**config.mk**
```make
export PLATFORM = sky130hd
export DESIGN_NAME = ram_rd_rst
export DESIGN_NICKNAME = d
export VERILOG_FILES = /design/src/rtl/rdrst_pkg.sv /design/src/rtl/ram_rd_array.sv /design/src/rtl/ram_rd_stage.sv /design/src/rtl/ram_rd_rst.sv
export SDC_FILE = /design/constraint.sdc
export NUM_CORES = 1
export LEC_CHECK = 0
export BUFFER_PORTS_ARGS = -buffer_cell sky130_fd_sc_hd__buf_4
export CORE_MARGIN = 2
export CORE_UTILIZATION = 31
export DETAILED_ROUTE_END_ITERATION = 8
export PLACE_DENSITY_LB_ADDON = 0.05
export SLEW_MARGIN = 40
export SYNTH_ARGS = -nofsm -noshare
export SYNTH_HDL_FRONTEND = slang
export SYNTH_SLANG_ARGS = --single-unit
```
**constraint.sdc**
```tcl
create_clock -name clk -period 3.7 [get_ports clk]
set_input_delay 0.555 -clock clk [delete_from_list [all_inputs] [get_ports clk]]
set_output_delay 0.555 -clock clk [all_outputs]
set_load 0.02 [all_outputs]
```
**src/rtl/rdrst_pkg.sv**
```systemverilog
package rdrst_pkg;

    typedef enum logic {
        GATE_SPLIT = 1'b0,
        GATE_PORT  = 1'b1
    } gate_mode_e;

    // Per-stage control: clear forces the reset value, load captures data.
    typedef struct packed {
        logic clear;
        logic load;
    } stage_ctl_t;

    // Request presented to the read port on one cycle.
    typedef struct packed {
        logic en;
        logic regce;
        logic rst;
        logic we;
    } port_req_t;

    function automatic stage_ctl_t latch_ctl(input port_req_t r);
        stage_ctl_t c;
        c.clear = r.en & r.rst;
        c.load  = r.en;
        return c;
    endfunction

    function automatic stage_ctl_t oreg_ctl(input gate_mode_e m, input port_req_t r);
        stage_ctl_t c;
        if (m == GATE_SPLIT) begin
            c.clear = r.rst & r.regce;
        end else begin
            c.clear = r.rst & r.en;
        end
        c.load = c.clear | r.regce;
        return c;
    endfunction

endpackage

```
**src/rtl/ram_rd_array.sv**
```systemverilog
module ram_rd_array #(
    parameter int DW = 16,
    parameter int AW = 4
) (
    input  logic          clk,
    input  logic          wr,
    input  logic [AW-1:0] addr,
    input  logic [DW-1:0] wdata,
    output logic [DW-1:0] rdata
);
    localparam int DEPTH = 1 << AW;

    logic [DW-1:0] mem [DEPTH] = '{default: '0};

    // Read-first: the read sees the word from before this edge's write.
    assign rdata = mem[addr];

    always_ff @(posedge clk) begin
        if (wr) begin
            mem[addr] <= wdata;
        end
    end
endmodule

```
**src/rtl/ram_rd_stage.sv**
```systemverilog
module ram_rd_stage
    import rdrst_pkg::*;
#(
    parameter int            DW      = 16,
    parameter logic [DW-1:0] RST_VAL = '0
) (
    input  logic          clk,
    input  stage_ctl_t    ctl,
    input  logic [DW-1:0] d,
    output logic [DW-1:0] q
);
    logic [DW-1:0] q_r = '0;

    always_ff @(posedge clk) begin
        if (ctl.clear) begin
            q_r <= RST_VAL;
        end else if (ctl.load) begin
            q_r <= d;
        end
    end

    assign q = q_r;
endmodule

```
**src/rtl/ram_rd_rst.sv**
```systemverilog
module ram_rd_rst
    import rdrst_pkg::*;
#(
    parameter int            DW      = 16,
    parameter int            AW      = 4,
    parameter logic [DW-1:0] RST_VAL = 16'hA5C3,
    parameter bit            OUT_REG = 1'b1,
    parameter gate_mode_e    GATE    = GATE_SPLIT
) (
    input  logic          clk,
    input  logic          en,
    input  logic          regce,
    input  logic          rst,
    input  logic [AW-1:0] addr,
    input  logic [DW-1:0] wdata,
    input  logic          we,
    output logic [DW-1:0] dout
);
    port_req_t     req;
    stage_ctl_t    lat_ctl;
    logic [DW-1:0] rdata;
    logic [DW-1:0] lat_q;
    logic [DW-1:0] reg_q;

    always_comb begin
        req.en    = en;
        req.regce = regce;
        req.rst   = rst;
        req.we    = we;
        lat_ctl   = latch_ctl(req);
    end

    ram_rd_array #(.DW(DW), .AW(AW)) u_array (
        .clk   (clk),
        .wr    (req.en & req.we),
        .addr  (addr),
        .wdata (wdata),
        .rdata (rdata)
    );

    ram_rd_stage #(.DW(DW), .RST_VAL(RST_VAL)) u_latch (
        .clk (clk),
        .ctl (lat_ctl),
        .d   (rdata),
        .q   (lat_q)
    );

    generate
        if (OUT_REG) begin : g_oreg
            stage_ctl_t reg_ctl;
            always_comb reg_ctl = oreg_ctl(GATE, req);
            ram_rd_stage #(.DW(DW), .RST_VAL(RST_VAL)) u_oreg (
                .clk (clk),
                .ctl (reg_ctl),
                .d   (lat_q),
                .q   (reg_q)
            );
        end else begin : g_noreg
            assign reg_q = lat_q;
        end
    endgenerate

    assign dout = reg_q;
endmodule

```
; ---- Word-level counts from Yosys, hierarchy flattened
; Memory sizes are Yosys's and may differ from the RTL's. A register that Yosys moved wholly into a read port is not among the register bits.
; Cells that the tools add are included.
[op_classes]
bitwise = 4
mux = 2
[ops]
columns = op, count
row1 = 1-bit bitwise AND, 3
row2 = 1-bit two-way mux, 2
row3 = 1-bit OR, 1
[word_totals]
mem_count = 1
wordCells = 8
inputBits = 25
out_inout_bits = 16
reg_bits = 16
mem_bits_rw = 256
[memory_table]
columns = name, words, width, read_ports, rd_clocked_by_memory_dff, write_ports, line
row1 = u_array.mem, 16, 16, 1, 1, 1, ram_rd_array.sv:13  ; logic [DW-1:0] mem [DEPTH] = '{default: '0};

; ---- Logic depth before layout (Yosys ltp)
[depth]
ltp_word = 3
depth_mapped = 8

; ---- Modules after synthesis
; A second synthesis with hierarchy kept.
[unflattened]
cells_unflattened = 526
hier_area_um2 = 10934.2
[by_module_without_submodules]
columns = mod, n_inst, area_per_inst_um2, cells_per_inst
row1 = ram_rd_array, 1, 9703.1, 418
row2 = ram_rd_stage, 2, 604.3, 52
row3 = ram_rd_rst, 1, 22.5, 4

; ---- Least setup slack after synthesis
; No wires, ideal clock.
[synth_path]
kind = in2reg
from = input addr[0]
to = memory u_array.mem[0][0] (enable)
setup_slack_ps = 578
n_path_buf = 4
path_stages = 6
setup_ps = 409
required_ps = 3291
t_arrival_ps = 2713
cell_sequence = buf_6 buf_6 buf_6 buf_4 or3_1 nor3_1
[synth_rtl]
columns = element, line
row1 = from (decl), ram_rd_rst.sv:14  ; input logic [AW-1:0] addr,
row2 = to (decl), ram_rd_array.sv:13
; No word-level cell before the write port.

==> impl_metrics.json <==
{
  "run_status": "finished clean",
  "clk_pin_slew_ps": 60,
  "crit_path_top_delay_cell": "sky130_fd_sc_hd__mux4_2",
  "max_root_sink_buffers": 3,
  "critPathArrivalTime_ps": 2530,
  "number_of_slew_limit_violations_in_the_final_report": 0,
  "hold_path.startpoint": "wdata[6]",
  "fin_util": 0.375,
  "detail_route.wl_per_cell_um": 23.5,
  "gr-max-usage-layer": "met1",
  "timing.rr.end": "u_latch.q[1]",
  "worst-path-buf-inv": 2,
  "antennaDiodeCount": 0,
  "post-synth-top-area-fraction": 0.701,
  "synth_area_um2": 11000,
  "post_route_cells_drive_above_1_share": 0.251,
  "class_of_the_worst_hold_path": "in2reg",
  "timing.critical_path.required_ps": 4050,
  "grt.met1_usage": 0.230,
  "setup-violations-final": 0,
  "antenna_violating_nets_post_route": 0,
  "clock_sink_count": 288,
  "worst_clock_skew_ps": 16.2,
  "initialDrtViolationCount": 393,
  "worst_path_dominant_cell_family": "buffers and inverters",
  "synth_area_leaders": "sky130_fd_sc_hd__edfxtp_1, sky130_fd_sc_hd__mux4_2, sky130_fd_sc_hd__dfxtp_1",
  "r2r_cells": 4,
  "synth.lib_cells_used.distinct": 30,
  "vias_per_cell": 4.93,
  "clk-insertion-delay-late_ps": 500,
  "antenna_violations_before_repair": 0,
  "timing.critical_path.from_type": "input port",
  "layout_worst_path_cycle_share": 0.589,
  "reg2reg_start": "u_array.mem[5][1]",
  "layout-area-overhead-vs-synth_pct": 18.8,
  "grtUsageTotal": 0.149,
  "timing_worst_setup_path_type": "in2reg",
  "crit_path_cell_trace": "buf_6 -> buf_4 -> mux4_2 -> mux2_2 -> nand2_1 -> o221ai_1",
  "port-buffer-count": 40,
  "static-leakage-power_uw": 0.00433,
  "cts_inserted_buffers": 34,
  "setup_total_negative_slack_ps": 0,
  "hold_path_end": "u_array.mem[9][6]",
  "dominantRegCellSynth": "sky130_fd_sc_hd__edfxtp_1",
  "final.min_clock_period_ps": 2180,
  "hold_viol_final": 0,
  "asyncSetResetFlopFracSynth": 0,
  "htree_depth": 2,
  "synthesis.nets": 617,
  "die_area_um2": 36900,
  "synth_warnings": 0,
  "gr-usage-met3": 0.0256,
  "grtUsageMet2": 0.219,
  "grt_start_max_net_pins": 57,
  "worst-r2r-setup-slack_ps": 2100,
  "synthCells": 592,
  "chipHeight_um": 192,
  "grt_setup_unrepaired": "no",
  "count_of_flip_flops_with_a_built_in_enable_after_synthesis": 256,
  "ioPinCount": 41,
  "worst_setup_ep_type": "flip-flop",
  "netlist.top_cell.by_area": "sky130_fd_sc_hd__edfxtp_1",
  "max_cap_viol_count": 0,
  "floorplan.initialDensity": 0.316,
  "via_count_of_the_first_global_routing_pass": 5828,
  "cpPeakStageDelay_ps": 560,
  "synth-seq-area-share": 0.759,
  "power.density_nw_per_um2": 571,
  "max_clock_freq_mhz": 459,
  "route.vias.total": 5599,
  "timing_worst_slew_pin_value_ps": 838,
  "worst_slew_margin_rel": 0.440,
  "worstHoldPathCells": 1,
  "drt_wl_total_um": 26700,
  "final_net_count": 681,
  "drt_drc_violations_left": 0,
  "grt_remaining_overflow": 0,
  "cts_tree": "built",
  "core_um2": 34700,
  "setup_buffers_after_cts": 0,
  "root_buffer": "sky130_fd_sc_hd__clkbuf_16",
  "rows": 68,
  "die_width_um": 192,
  "irDropWorstVdd_mv": 0.234,
  "post_cts_resize_count": 0,
  "num-fill-cells": 3236,
  "synth-seq-cells": 288,
  "critical_path_peak_fanout": 44,
  "gpl.final_weighted_congestion": 0.734,
  "syn_area_per_cell_um2": 18.5,
  "first_pass_grt_wire_length_um": 39400,
  "detailedRoute.firstPassIterationCount": 4,
  "postCtsHoldBufs": 0,
  "place.detailed.hpwl_um": 16500
}
[state kept, by name, summed over array words and instances, names as in the netlist]
signal,count
u_latch.q,16
u_array.mem,256
g_oreg.u_oreg.q,16
[placed cells by master (no fill, tap or decap), types with 2 or more instances in the layout]
cell,count
sky130_fd_sc_hd__buf_4,58
sky130_fd_sc_hd__o221ai_1,13
sky130_fd_sc_hd__inv_1,16
sky130_fd_sc_hd__a311o_1,3
sky130_fd_sc_hd__a22oi_1,16
sky130_fd_sc_hd__o22ai_1,8
sky130_fd_sc_hd__nand2_1,28
sky130_fd_sc_hd__o32a_1,5
sky130_fd_sc_hd__edfxtp_1,256
sky130_fd_sc_hd__dfxtp_1,32
sky130_fd_sc_hd__clkinv_2,3
sky130_fd_sc_hd__mux2_2,8
sky130_fd_sc_hd__clkbuf_1,9
sky130_fd_sc_hd__nor3_1,3
sky130_fd_sc_hd__nand3b_1,2
sky130_fd_sc_hd__mux2i_1,56
sky130_fd_sc_hd__o21ai_0,3
sky130_fd_sc_hd__o22a_1,3
sky130_fd_sc_hd__mux4_2,40
sky130_fd_sc_hd__nor2_2,11
sky130_fd_sc_hd__nor2b_1,8
sky130_fd_sc_hd__a21oi_1,8
sky130_fd_sc_hd__buf_6,2
sky130_fd_sc_hd__clkbuf_16,35
sky130_fd_sc_hd__nor3_2,4
sky130_fd_sc_hd__bufinv_16,6
sky130_fd_sc_hd__nand2b_1,3
sky130_fd_sc_hd__nor2_1,26
sky130_fd_sc_hd__clkinv_1,6
[per-layer routing]
layer / routed length, µm / vias up
met4: 380 / 0
li1: - / 2480
met1: 13200 / 2959
met5: 0 / -
met2: 11700 / 128
met3: 1450 / 32
[report_power, final]
group | leakage (µW) | switching [µW] | internal, µW
Sequential | 0.00257 | 32.5 | 3610
Combinational | 0.00121 | 239 | 153
Clock | 0.000552 | 1260 | 2150
Total | 0.00433 | 1530 | 5910
[cells by family after synthesis]
group           share of synthesized area
buf+inv                            0.0220
simple gates                       0.0369
mux                                 0.141
flops                               0.759
compound gates                     0.0406
[Yosys cell counts (4+ instances only)]
master	n
sky130_fd_sc_hd__mux2i_1	56
sky130_fd_sc_hd__mux2_2	8
sky130_fd_sc_hd__dfxtp_1	32
sky130_fd_sc_hd__a22oi_1	16
sky130_fd_sc_hd__edfxtp_1	256
sky130_fd_sc_hd__a21oi_1	8
sky130_fd_sc_hd__nor2_1	38
sky130_fd_sc_hd__mux4_2	40
sky130_fd_sc_hd__o221ai_1	13
sky130_fd_sc_hd__nor3_1	7
sky130_fd_sc_hd__o22ai_1	8
sky130_fd_sc_hd__o32a_1	5
sky130_fd_sc_hd__clkbuf_1	16
sky130_fd_sc_hd__buf_6	5
sky130_fd_sc_hd__nor2b_1	9
sky130_fd_sc_hd__inv_1	16
sky130_fd_sc_hd__nand2_1	28
sky130_fd_sc_hd__buf_1	4
sky130_fd_sc_hd__buf_4	4
sky130_fd_sc_hd__buf_2	4
[cell type report]
class / instances / area, µm² / area share
Sequential cell: 288 / 8330 / 0.639
Multi-Input combinational cell: 255 / 2460 / 0.189
Clock buffer: 44 / 910 / 0.0698
Tap cell: 455 / 569 / 0.0437
Timing Repair Buffer: 61 / 478 / 0.0367
Clock inverter: 16 / 226 / 0.0174
Inverter: 16 / 60.1 / 0.00461
[worst max path at each step]
stage / to / cells past startpoint / slack [ps] / start
final: u_latch.q[12] / 6 / 1520 / addr[0]
after global routing: u_latch.q[4] / 6 / 1360 / addr[0]
after CTS: u_array.mem[15][10] / 4 / 1460 / addr[3]
after detailed placement: u_array.mem[14][2] / 4 / 940 / addr[3]
after global placement: u_array.mem[14][2] / 4 / 960 / addr[3]
after floorplan: u_array.mem[0][0] / 6 / 580 / addr[0]
[through the flow]
stage	setup WS (ps)	cells	total power, µW	hold slack (ps)	cell area (µm²)
after global routing	1360	1135	7700	380	13000
after global placement	957	1075	4110	449	11900
after floorplan	578	592	3930	435	11000
after detailed placement	936	1075	4110	455	11900
after CTS	1460	1135	7550	379	13000
final	1520	1135	7440	379	13000
Note: power is estimated with default switching activity, not from simulation.
